### config.mk
export PLATFORM = sky130hd
export DESIGN_NAME = irq_cpu_iface
export DESIGN_NICKNAME = d
export VERILOG_FILES = /design/src/rtl/irq_ack_pkg.sv /design/src/rtl/irq_prio_filter.sv /design/src/rtl/irq_active_tbl.sv /design/src/rtl/irq_cpu_iface.sv
export SDC_FILE = /design/constraint.sdc
export NUM_CORES = 1
export LEC_CHECK = 0
export ABC_AREA = 1
export CORE_MARGIN = 2
export CORE_UTILIZATION = 41
export DETAILED_ROUTE_END_ITERATION = 6
export PLACE_DENSITY = 0.68
export SLEW_MARGIN = 20
export SYNTH_ARGS = -nofsm -noshare
export SYNTH_HDL_FRONTEND = slang
export SYNTH_SLANG_ARGS = --single-unit
### constraint.sdc
create_clock -name clk -period 7.9 [get_ports clk]
set_clock_uncertainty 0.05 [all_clocks]
set_input_delay 1.185 -clock clk [delete_from_list [all_inputs] [get_ports clk]]
set_output_delay 1.185 -clock clk [all_outputs]
set_load 0.05 [all_outputs]
### src/rtl/irq_ack_pkg.sv
package irq_ack_pkg;
  localparam int ID_W   = 10;
  localparam int CPU_W  = 3;
  localparam int PRIO_W = 8;
  localparam int SGI_LIMIT = 16;

  localparam logic [7:0] OFS_CTRL  = 8'h00;
  localparam logic [7:0] OFS_MASK  = 8'h04;
  localparam logic [7:0] OFS_BINPT = 8'h08;
  localparam logic [7:0] OFS_ACK   = 8'h0C;
  localparam logic [7:0] OFS_DONE  = 8'h10;
  localparam logic [7:0] OFS_RUN   = 8'h14;
  localparam logic [7:0] OFS_PEEK  = 8'h18;
  localparam logic [7:0] OFS_IDENT = 8'hFC;

  localparam logic [ID_W-1:0] SPURIOUS = 10'h3FF;

  typedef struct packed {
    logic [ID_W-1:0]   id;
    logic [CPU_W-1:0]  src;
    logic [PRIO_W-1:0] prio;
  } act_entry_t;
endpackage

### src/rtl/irq_prio_filter.sv
module irq_prio_filter
  import irq_ack_pkg::*;
(
  input  logic              en,
  input  logic              cand_valid,
  input  logic [ID_W-1:0]   cand_id,
  input  logic [PRIO_W-1:0] cand_prio,
  input  logic [CPU_W-1:0]  cand_src,
  input  logic [PRIO_W-1:0] mask,
  input  logic [PRIO_W-1:0] run_prio,
  input  logic              has_free,
  output logic              qual,
  output logic [31:0]       ack_word
);
  logic is_sgi;

  always_comb begin
    is_sgi = cand_id < ID_W'(SGI_LIMIT);
    qual   = en && cand_valid && (cand_prio < mask) &&
             (cand_prio < run_prio) && has_free;
    if (qual)
      ack_word = {19'd0, (is_sgi ? cand_src : {CPU_W{1'b0}}), cand_id};
    else
      ack_word = {22'd0, SPURIOUS};
  end
endmodule

### src/rtl/irq_active_tbl.sv
module irq_active_tbl
  import irq_ack_pkg::*;
#(
  parameter int SLOTS = 4
) (
  input  logic              clk,
  input  logic              rst,
  input  logic              alloc,
  input  act_entry_t        alloc_entry,
  input  logic              retire,
  input  logic [ID_W-1:0]   retire_id,
  input  logic [CPU_W-1:0]  retire_src,
  output logic              has_free,
  output logic              retire_hit,
  output logic [PRIO_W-1:0] run_prio
);
  localparam int IW = (SLOTS > 1) ? $clog2(SLOTS) : 1;

  logic [SLOTS-1:0] vld;
  act_entry_t       ent [SLOTS];
  logic [SLOTS-1:0] hit;
  logic [IW-1:0]    free_idx;

  always_comb begin
    has_free = 1'b0;
    free_idx = '0;
    run_prio = '1;
    for (int i = SLOTS - 1; i >= 0; i--) begin
      if (!vld[i]) begin
        has_free = 1'b1;
        free_idx = IW'(i);
      end
    end
    for (int i = 0; i < SLOTS; i++) begin
      if (vld[i] && ent[i].prio < run_prio) run_prio = ent[i].prio;
    end
  end

  for (genvar g = 0; g < SLOTS; g++) begin : g_hit
    assign hit[g] = vld[g] && (ent[g].id == retire_id) &&
                    ((ent[g].id >= ID_W'(SGI_LIMIT)) || (ent[g].src == retire_src));
  end
  assign retire_hit = |hit;

  always_ff @(posedge clk) begin
    if (rst) begin
      vld <= '0;
    end else begin
      for (int i = 0; i < SLOTS; i++) begin
        if (retire && hit[i]) vld[i] <= 1'b0;
        if (alloc && has_free && (free_idx == IW'(i))) begin
          vld[i] <= 1'b1;
          ent[i] <= alloc_entry;
        end
      end
    end
  end
endmodule

### src/rtl/irq_cpu_iface.sv
module irq_cpu_iface
  import irq_ack_pkg::*;
#(
  parameter int          SLOTS     = 4,
  parameter logic [11:0] IMPL_CODE = 12'h5A1,
  parameter logic [3:0]  REV_CODE  = 4'h3,
  parameter logic [3:0]  ARCH_CODE = 4'h2,
  parameter logic [11:0] PART_CODE = 12'h0C7
) (
  input  logic        clk,
  input  logic        rst,
  input  logic        reg_wr,
  input  logic        reg_rd,
  input  logic [7:0]  reg_addr,
  input  logic [31:0] reg_wdata,
  output logic [31:0] reg_rdata,
  input  logic        dist_valid,
  input  logic [9:0]  dist_id,
  input  logic [7:0]  dist_prio,
  input  logic [2:0]  dist_src,
  output logic        irq_o,
  output logic        ack_valid_o,
  output logic [9:0]  ack_id_o,
  output logic        done_valid_o,
  output logic [9:0]  done_id_o
);
  logic              ctrl_en;
  logic [PRIO_W-1:0] pmr;
  logic [2:0]        bpr;
  logic              qual, has_free, retire_hit;
  logic [PRIO_W-1:0] run_prio;
  logic [31:0]       ack_word;
  logic              take, retire;
  act_entry_t        new_ent;
  logic              unused_wdata;

  assign unused_wdata = ^reg_wdata[31:13];
  assign take    = reg_rd && (reg_addr == OFS_ACK) && qual;
  assign retire  = reg_wr && (reg_addr == OFS_DONE);
  assign new_ent = '{id: dist_id, src: dist_src, prio: dist_prio};

  irq_prio_filter u_filter (
    .en(ctrl_en), .cand_valid(dist_valid), .cand_id(dist_id),
    .cand_prio(dist_prio), .cand_src(dist_src), .mask(pmr),
    .run_prio(run_prio), .has_free(has_free), .qual(qual),
    .ack_word(ack_word)
  );

  irq_active_tbl #(.SLOTS(SLOTS)) u_tbl (
    .clk(clk), .rst(rst), .alloc(take), .alloc_entry(new_ent),
    .retire(retire), .retire_id(reg_wdata[9:0]),
    .retire_src(reg_wdata[12:10]), .has_free(has_free),
    .retire_hit(retire_hit), .run_prio(run_prio)
  );

  always_ff @(posedge clk) begin
    if (rst) begin
      ctrl_en      <= 1'b0;
      pmr          <= '0;
      bpr          <= '0;
      reg_rdata    <= '0;
      irq_o        <= 1'b0;
      ack_valid_o  <= 1'b0;
      ack_id_o     <= '0;
      done_valid_o <= 1'b0;
      done_id_o    <= '0;
    end else begin
      irq_o        <= qual;
      ack_valid_o  <= take;
      ack_id_o     <= dist_id;
      done_valid_o <= retire && retire_hit;
      done_id_o    <= reg_wdata[9:0];
      if (reg_wr) begin
        case (reg_addr)
          OFS_CTRL:  ctrl_en <= reg_wdata[0];
          OFS_MASK:  pmr     <= reg_wdata[PRIO_W-1:0];
          OFS_BINPT: bpr     <= reg_wdata[2:0];
          default: ;
        endcase
      end
      if (reg_rd) begin
        case (reg_addr)
          OFS_CTRL:  reg_rdata <= {31'd0, ctrl_en};
          OFS_MASK:  reg_rdata <= {24'd0, pmr};
          OFS_BINPT: reg_rdata <= {29'd0, bpr};
          OFS_ACK:   reg_rdata <= ack_word;
          OFS_PEEK:  reg_rdata <= ack_word;
          OFS_RUN:   reg_rdata <= {24'd0, run_prio};
          OFS_IDENT: reg_rdata <= {PART_CODE, ARCH_CODE, REV_CODE, IMPL_CODE};
          default:   reg_rdata <= '0;
        endcase
      end
    end
  end
endmodule

# ---- Yosys cells after proc, flatten, opt, wreduce, memory -nomap -nowiden
# Memories as Yosys holds them, arrays and structs flattened.
# Index checks and enable logic that the tools add are counted.
dict set report word_totals {
  ram_bits 84
  mem_count 1
  regBits 71
  elab_cells 134
  in_bits 66
  out_inout_bits 55
}
# memory words word_bits read_ports rd_ports_with_merged_regs write_ports line_no
set mem_list {}
lappend mem_list {u_tbl.ent 4 21 4 0 1 irq_active_tbl.sv:20} ;# act_entry_t ent [SLOTS];
dict set report classes {
  order_cmp 11
  mux 44
  eq_ne 18
  reduce_logical 47
}
# op count
set op_table {}
lappend op_table {{$pmux W32 S6} 1}
lappend op_table {{$mux W21} 3}
lappend op_table {{$reduce_or A21 Y1} 3}
lappend op_table {{$eq A10 B10 Y1} 4}
lappend op_table {{$ge A10 B5 Y1 const B} 4}
lappend op_table {{$lt A8 B8 Y1} 5}
lappend op_table {{$mux W8} 4}
lappend op_table {{$logic_and A1 B1 Y1} 29}
lappend op_table {{$mux W1} 27}
lappend op_table {{$eq A8 B5 Y1 const B} 3}
lappend op_table {{$eq A8 B4 Y1 const B} 2}
lappend op_table {{$mux W2} 7}
lappend op_table {{$mux W13} 1}
lappend op_table {{$eq A3 B3 Y1} 4}
lappend op_table {{$lt A10 B5 Y1 const B} 1}
lappend op_table {{$eq A8 B3 Y1 const B} 1}
lappend op_table {{$eq A8 B8 Y1 const B} 1}
lappend op_table {{$logic_not A8 Y1} 1}
lappend op_table {{$lt A8 B8 Y1 const B} 1}
lappend op_table {{$reduce_bool A2 Y1} 4}
lappend op_table {{$reduce_and A2 Y1} 3}
lappend op_table {{$eq A2 B2 Y1 const B} 2}
lappend op_table {{$logic_or A1 B1 Y1} 4}
lappend op_table {{$reduce_or A4 Y1} 1}
lappend op_table {{4 further kinds} 4}

# ---- Depth between registers and ports, before layout
# An unclocked memory read counts as a cell.
dict set report depth {
  depth_word 26
  depth_mapped 45
  depth_no_buf 41
}

# ---- Hierarchy
# From an unflattened synthesis, not the netlist that was laid out.
dict set report unflattened {
  cells_unflattened 886
  area_unflattened_um2 7912.6
}
# module seq_area_each_um2 area_per_inst_um2 n_inst cells_per_inst
set modules_own_cells {}
lappend modules_own_cells {irq_active_tbl 2602.5 4406.7 1 404}
lappend modules_own_cells {irq_cpu_iface 1341.3 2778.9 1 356}
lappend modules_own_cells {irq_prio_filter 0.0 726.9 1 126}

# ---- Worst setup path before layout
# Ideal clock, no wire load.
dict set report synth_timing {
  path_kind {flip-flop to flip-flop}
  startpoint {mem u_tbl.ent[0][2] in the netlist's numbering}
  endpoint {mem u_tbl.ent[3][0] in the netlist's numbering, enable pin}
  path_slack_ns 0.276
  period_less_slack_ns 7.624
  path_buffers 4
  path_stages_with_launch 36
  required_ns 7.451
  setup_time_ns 0.399
  arrival_ns 7.176
  cell_sequence {edfxtp_1 nand2_1 nor2_1 nand2_1 nand2_1 nor2_1 ha_1 a21oi_1 nor2_1 a2111oi_4 nand2_4 clkbuf_1 o21ai_0 ha_1 a21oi_1 nor2_1 a2111oi_0 nand2_2 clkbuf_1 nand2_1 o21ai_0 ha_1 a21oi_1 nor2_1 a2111oi_0 nand2_2 buf_2 nand2_1 o21ai_1 ha_1 a221oi_1 nand4_1 a31oi_1 clkbuf_1 nand2_1 nor2_1}
}
# element line_no
set synth_lines {}
lappend synth_lines {{from (decl)} irq_active_tbl.sv:20}

==> impl_metrics.env <==
export IMPL_run_status="finished, final reports clean"
export IMPL_vias=5232
export IMPL_final_layout_size_suffix_gt1_share_pct=7.305
export IMPL_worstPathRequired_ps=7950
export IMPL_synth_area_leaders="edfxtp_1 38%, dfxtp_1 16%, nand2_1 6.5%"
export IMPL_n_fill_cell=1374
export IMPL_wl_um=16610
export IMPL_clock_fmax_mhz=138.9
export IMPL_dpl_hpwl_um=12260
export IMPL_seq_area_frac_synth_pct=54.36
export IMPL_final_cell_mix="114 x nand2_1, 89 x clkdlybuf4s50_1, 84 x edfxtp_1"
export IMPL_ioPinCount=121
export IMPL_fp_coreArea_um2=15830
export IMPL_critPathCaptureType="flip-flop"
export IMPL_worst_pin_slew_ps=896.4
export IMPL_gr_usage_all_layers_pct=20.45
export IMPL_postCtsHoldBufs=0
export IMPL_cts_buffers=17
export IMPL_chipHeight_um=130.8
export IMPL_p_per_area_nw_per_um2=196.5
export IMPL_drtIter0Drc=415
export IMPL_max_cap_violations=0
export IMPL_r2r_end="u_tbl.ent[3][7]"
export IMPL_overflow=0
export IMPL_syn_area_um2=6593
export IMPL_numClockSinks=137
export IMPL_synth_adder_area_share_pct=5.883
export IMPL_rrSetupSlack_ps=700
export IMPL_cts_resized=0
export IMPL_yosys_warnings=0
export IMPL_synth_top_family_by_area="simple AND/OR/NAND/NOR gates"
export IMPL_post_route_drc_count=0
export IMPL_cp_common_cell="nand2_1"
export IMPL_grt_pass1_wl_um=25970
export IMPL_synth_compound_area_share_pct=12.22
export IMPL_startpoint_type="flip-flop"
export IMPL_fin_crit_sh_pct=91.11
export IMPL_cp_slowest_stage_delay_ps=420
export IMPL_post_cts_setup_buffer_count=0
export IMPL_synth_edff_count=84
export IMPL_grt_antenna_before_repair=0
export IMPL_cts_tree="built"
export IMPL_cp_max_fo=21
export IMPL_hold_path_class="flip-flop to flip-flop"
export IMPL_cp_data_arrival_time_ps=7250
export IMPL_h_tree_depth=4
export IMPL_syn2layout_area_growth_pct=24.86
export IMPL_synth_mux_area_share_pct=0
export IMPL_reg2reg_from="u_tbl.ent[0][5]"
export IMPL_yosys_area_share_simple_pct=16.30
export IMPL_hold_violations=0
export IMPL_die_area_um2=17110
export IMPL_routed_via_density=5.180
export IMPL_clk_pin_slew_ps=60
export IMPL_initial_core_util_pct=41.65
export IMPL_antenna_left=0
export IMPL_antenna_cells=0
export IMPL_fp_row_count=46
export IMPL_crit_end="u_tbl.ent[3][7]"
export IMPL_final_net_count=878
export IMPL_final_common_cell="nand2_1"
export IMPL_synthFlopType="edfxtp_1"
export IMPL_synth_seq_cells=137
export IMPL_syn_avg_cell_area_um2=9.681
export IMPL_grt_pass1_vias=4936
export IMPL_crit_slowest_cell="a2111oi_4"
export IMPL_die_w_um=130.8
export IMPL_io_buffers=89
export IMPL_utilization_pct=52.01
export IMPL_critPathLaunch="u_tbl.ent[0][5]"
export IMPL_r2r_cells=36
export IMPL_gp_congestion=0.9164
export IMPL_power_leakage_uw=0.003188
export IMPL_period_needed_ps=7197
export IMPL_clk_latency_ps=420
export IMPL_async_flop_share_pct=0
export IMPL_tns_ps=0
export IMPL_ys_types=48
export IMPL_synth_xor_area_share_pct=3.986
export IMPL_timing_slew_headroom_pct=39.69
export IMPL_yosys_area_top_type_share_pct=38.26
export IMPL_slew_violations=0
export IMPL_hold_slack_ps=421.5
export IMPL_max_clock_path_buffers=2
export IMPL_first_pass_iters=5
export IMPL_rsz0062_at_grt="no"
export IMPL_peakVddDrop_uv=143.7
export IMPL_setup_viol_count_final=0
export IMPL_wl_per_cell_um=16.45
export IMPL_synthCells=681
export IMPL_clock_root_buffer="clkbuf_16"
export IMPL_critPathKind="flip-flop to flip-flop"
export IMPL_grt_max_degree=39
export IMPL_synth_top_area_cell="edfxtp_1"
sequential cells by signal, summed over array words and instances (netlist names):
signal,count
ack_id_o,10
ack_valid_o,1
reg_rdata,14
bpr,3
u_tbl.ent,84
done_valid_o,1
pmr,8
irq_o,1
u_tbl.vld,4
ctrl_en,1
done_id_o,10
power by group:
group,switching [uW],internal (uW)
combinational,89.0,45.1
clock,308,410
sequential,2.14,764
total,399,1220
cell type report:
cell class | count | area (um2) | share of cell area (%)
clock inverter | 14 | 100.1 | 1.216
clock buffer | 18 | 439.2 | 5.335
inverter | 75 | 281.5 | 3.420
tap | 216 | 270.3 | 3.283
timing repair buffer | 101 | 980.9 | 11.92
sequential | 137 | 3583 | 43.53
multi-input combinational | 449 | 2576 | 31.30
cells in the mapped netlist (all sizes together) (2+ instances only):
library cell    n
ha             31
nor3            7
nor2           61
buf            20
or2             2
o22ai           8
nand2         121
nor4           11
a221oi          4
a22oi           4
edfxtp         84
o21bai          3
xor2           23
a21o            2
nand4          11
a21oi          34
inv            71
o211ai          3
o311ai          3
a21boi          4
o21ai          47
nand3          31
dfxtp          53
xnor2           7
a31oi           3
clkinv          4
o221ai          6
clkbuf         11
a2111oi         4
kinds of logic (layout without fill, tap and decap cells):
logic type	Yosys count	after routing
AND/OR/NAND/NOR	246	246
flip-flops	137	137
AO/OA/AOI/OAI	130	130
buffers and inverters	106	208
adder cells (fa/ha/maj)	31	31
XOR/XNOR	30	30
other	1	12
stage by stage:
stage	total power [uW]	worst slack (ps)	cell area (um2)	instances
floorplan	857.2	275.8	6634	692
global placement	913.2	764.0	7692	978
detailed placement	914.0	666.8	7692	978
CTS	1630	508.4	8232	1010
global route	1668	47.21	8232	1010
finish	1618	702.6	8232	1010
routing by layer:
layer | GRT usage (%) | wire [um]
met5 | 0 | 0
met4 | 7.322 | 289
met3 | 4.072 | 1089
met2 | 33.00 | 7766
met1 | 27.57 | 7465
worst min path at each step:
stage                        from             to  slack [ps]  cells after the start
floorplan            u_tbl.vld[3]   u_tbl.vld[3]         450                      2
global placement    reg_rdata[11]  reg_rdata[11]         410                      2
detailed placement   reg_rdata[9]   reg_rdata[9]         410                      2
CTS                  reg_rdata[9]   reg_rdata[9]         430                      2
global route         reg_rdata[9]   reg_rdata[9]         460                      2
finish              reg_rdata[11]  reg_rdata[11]         420                      2
worst max-delay path, delay by kind of cell (launching register included):
family          cells  cell delay (ps)
buf+inv             4              950
fa+ha+maj           4             1100
simple gates       20             2080
compound gates      8             2280
flops               1              390
Note: power is estimated with default switching activity, not from simulation.
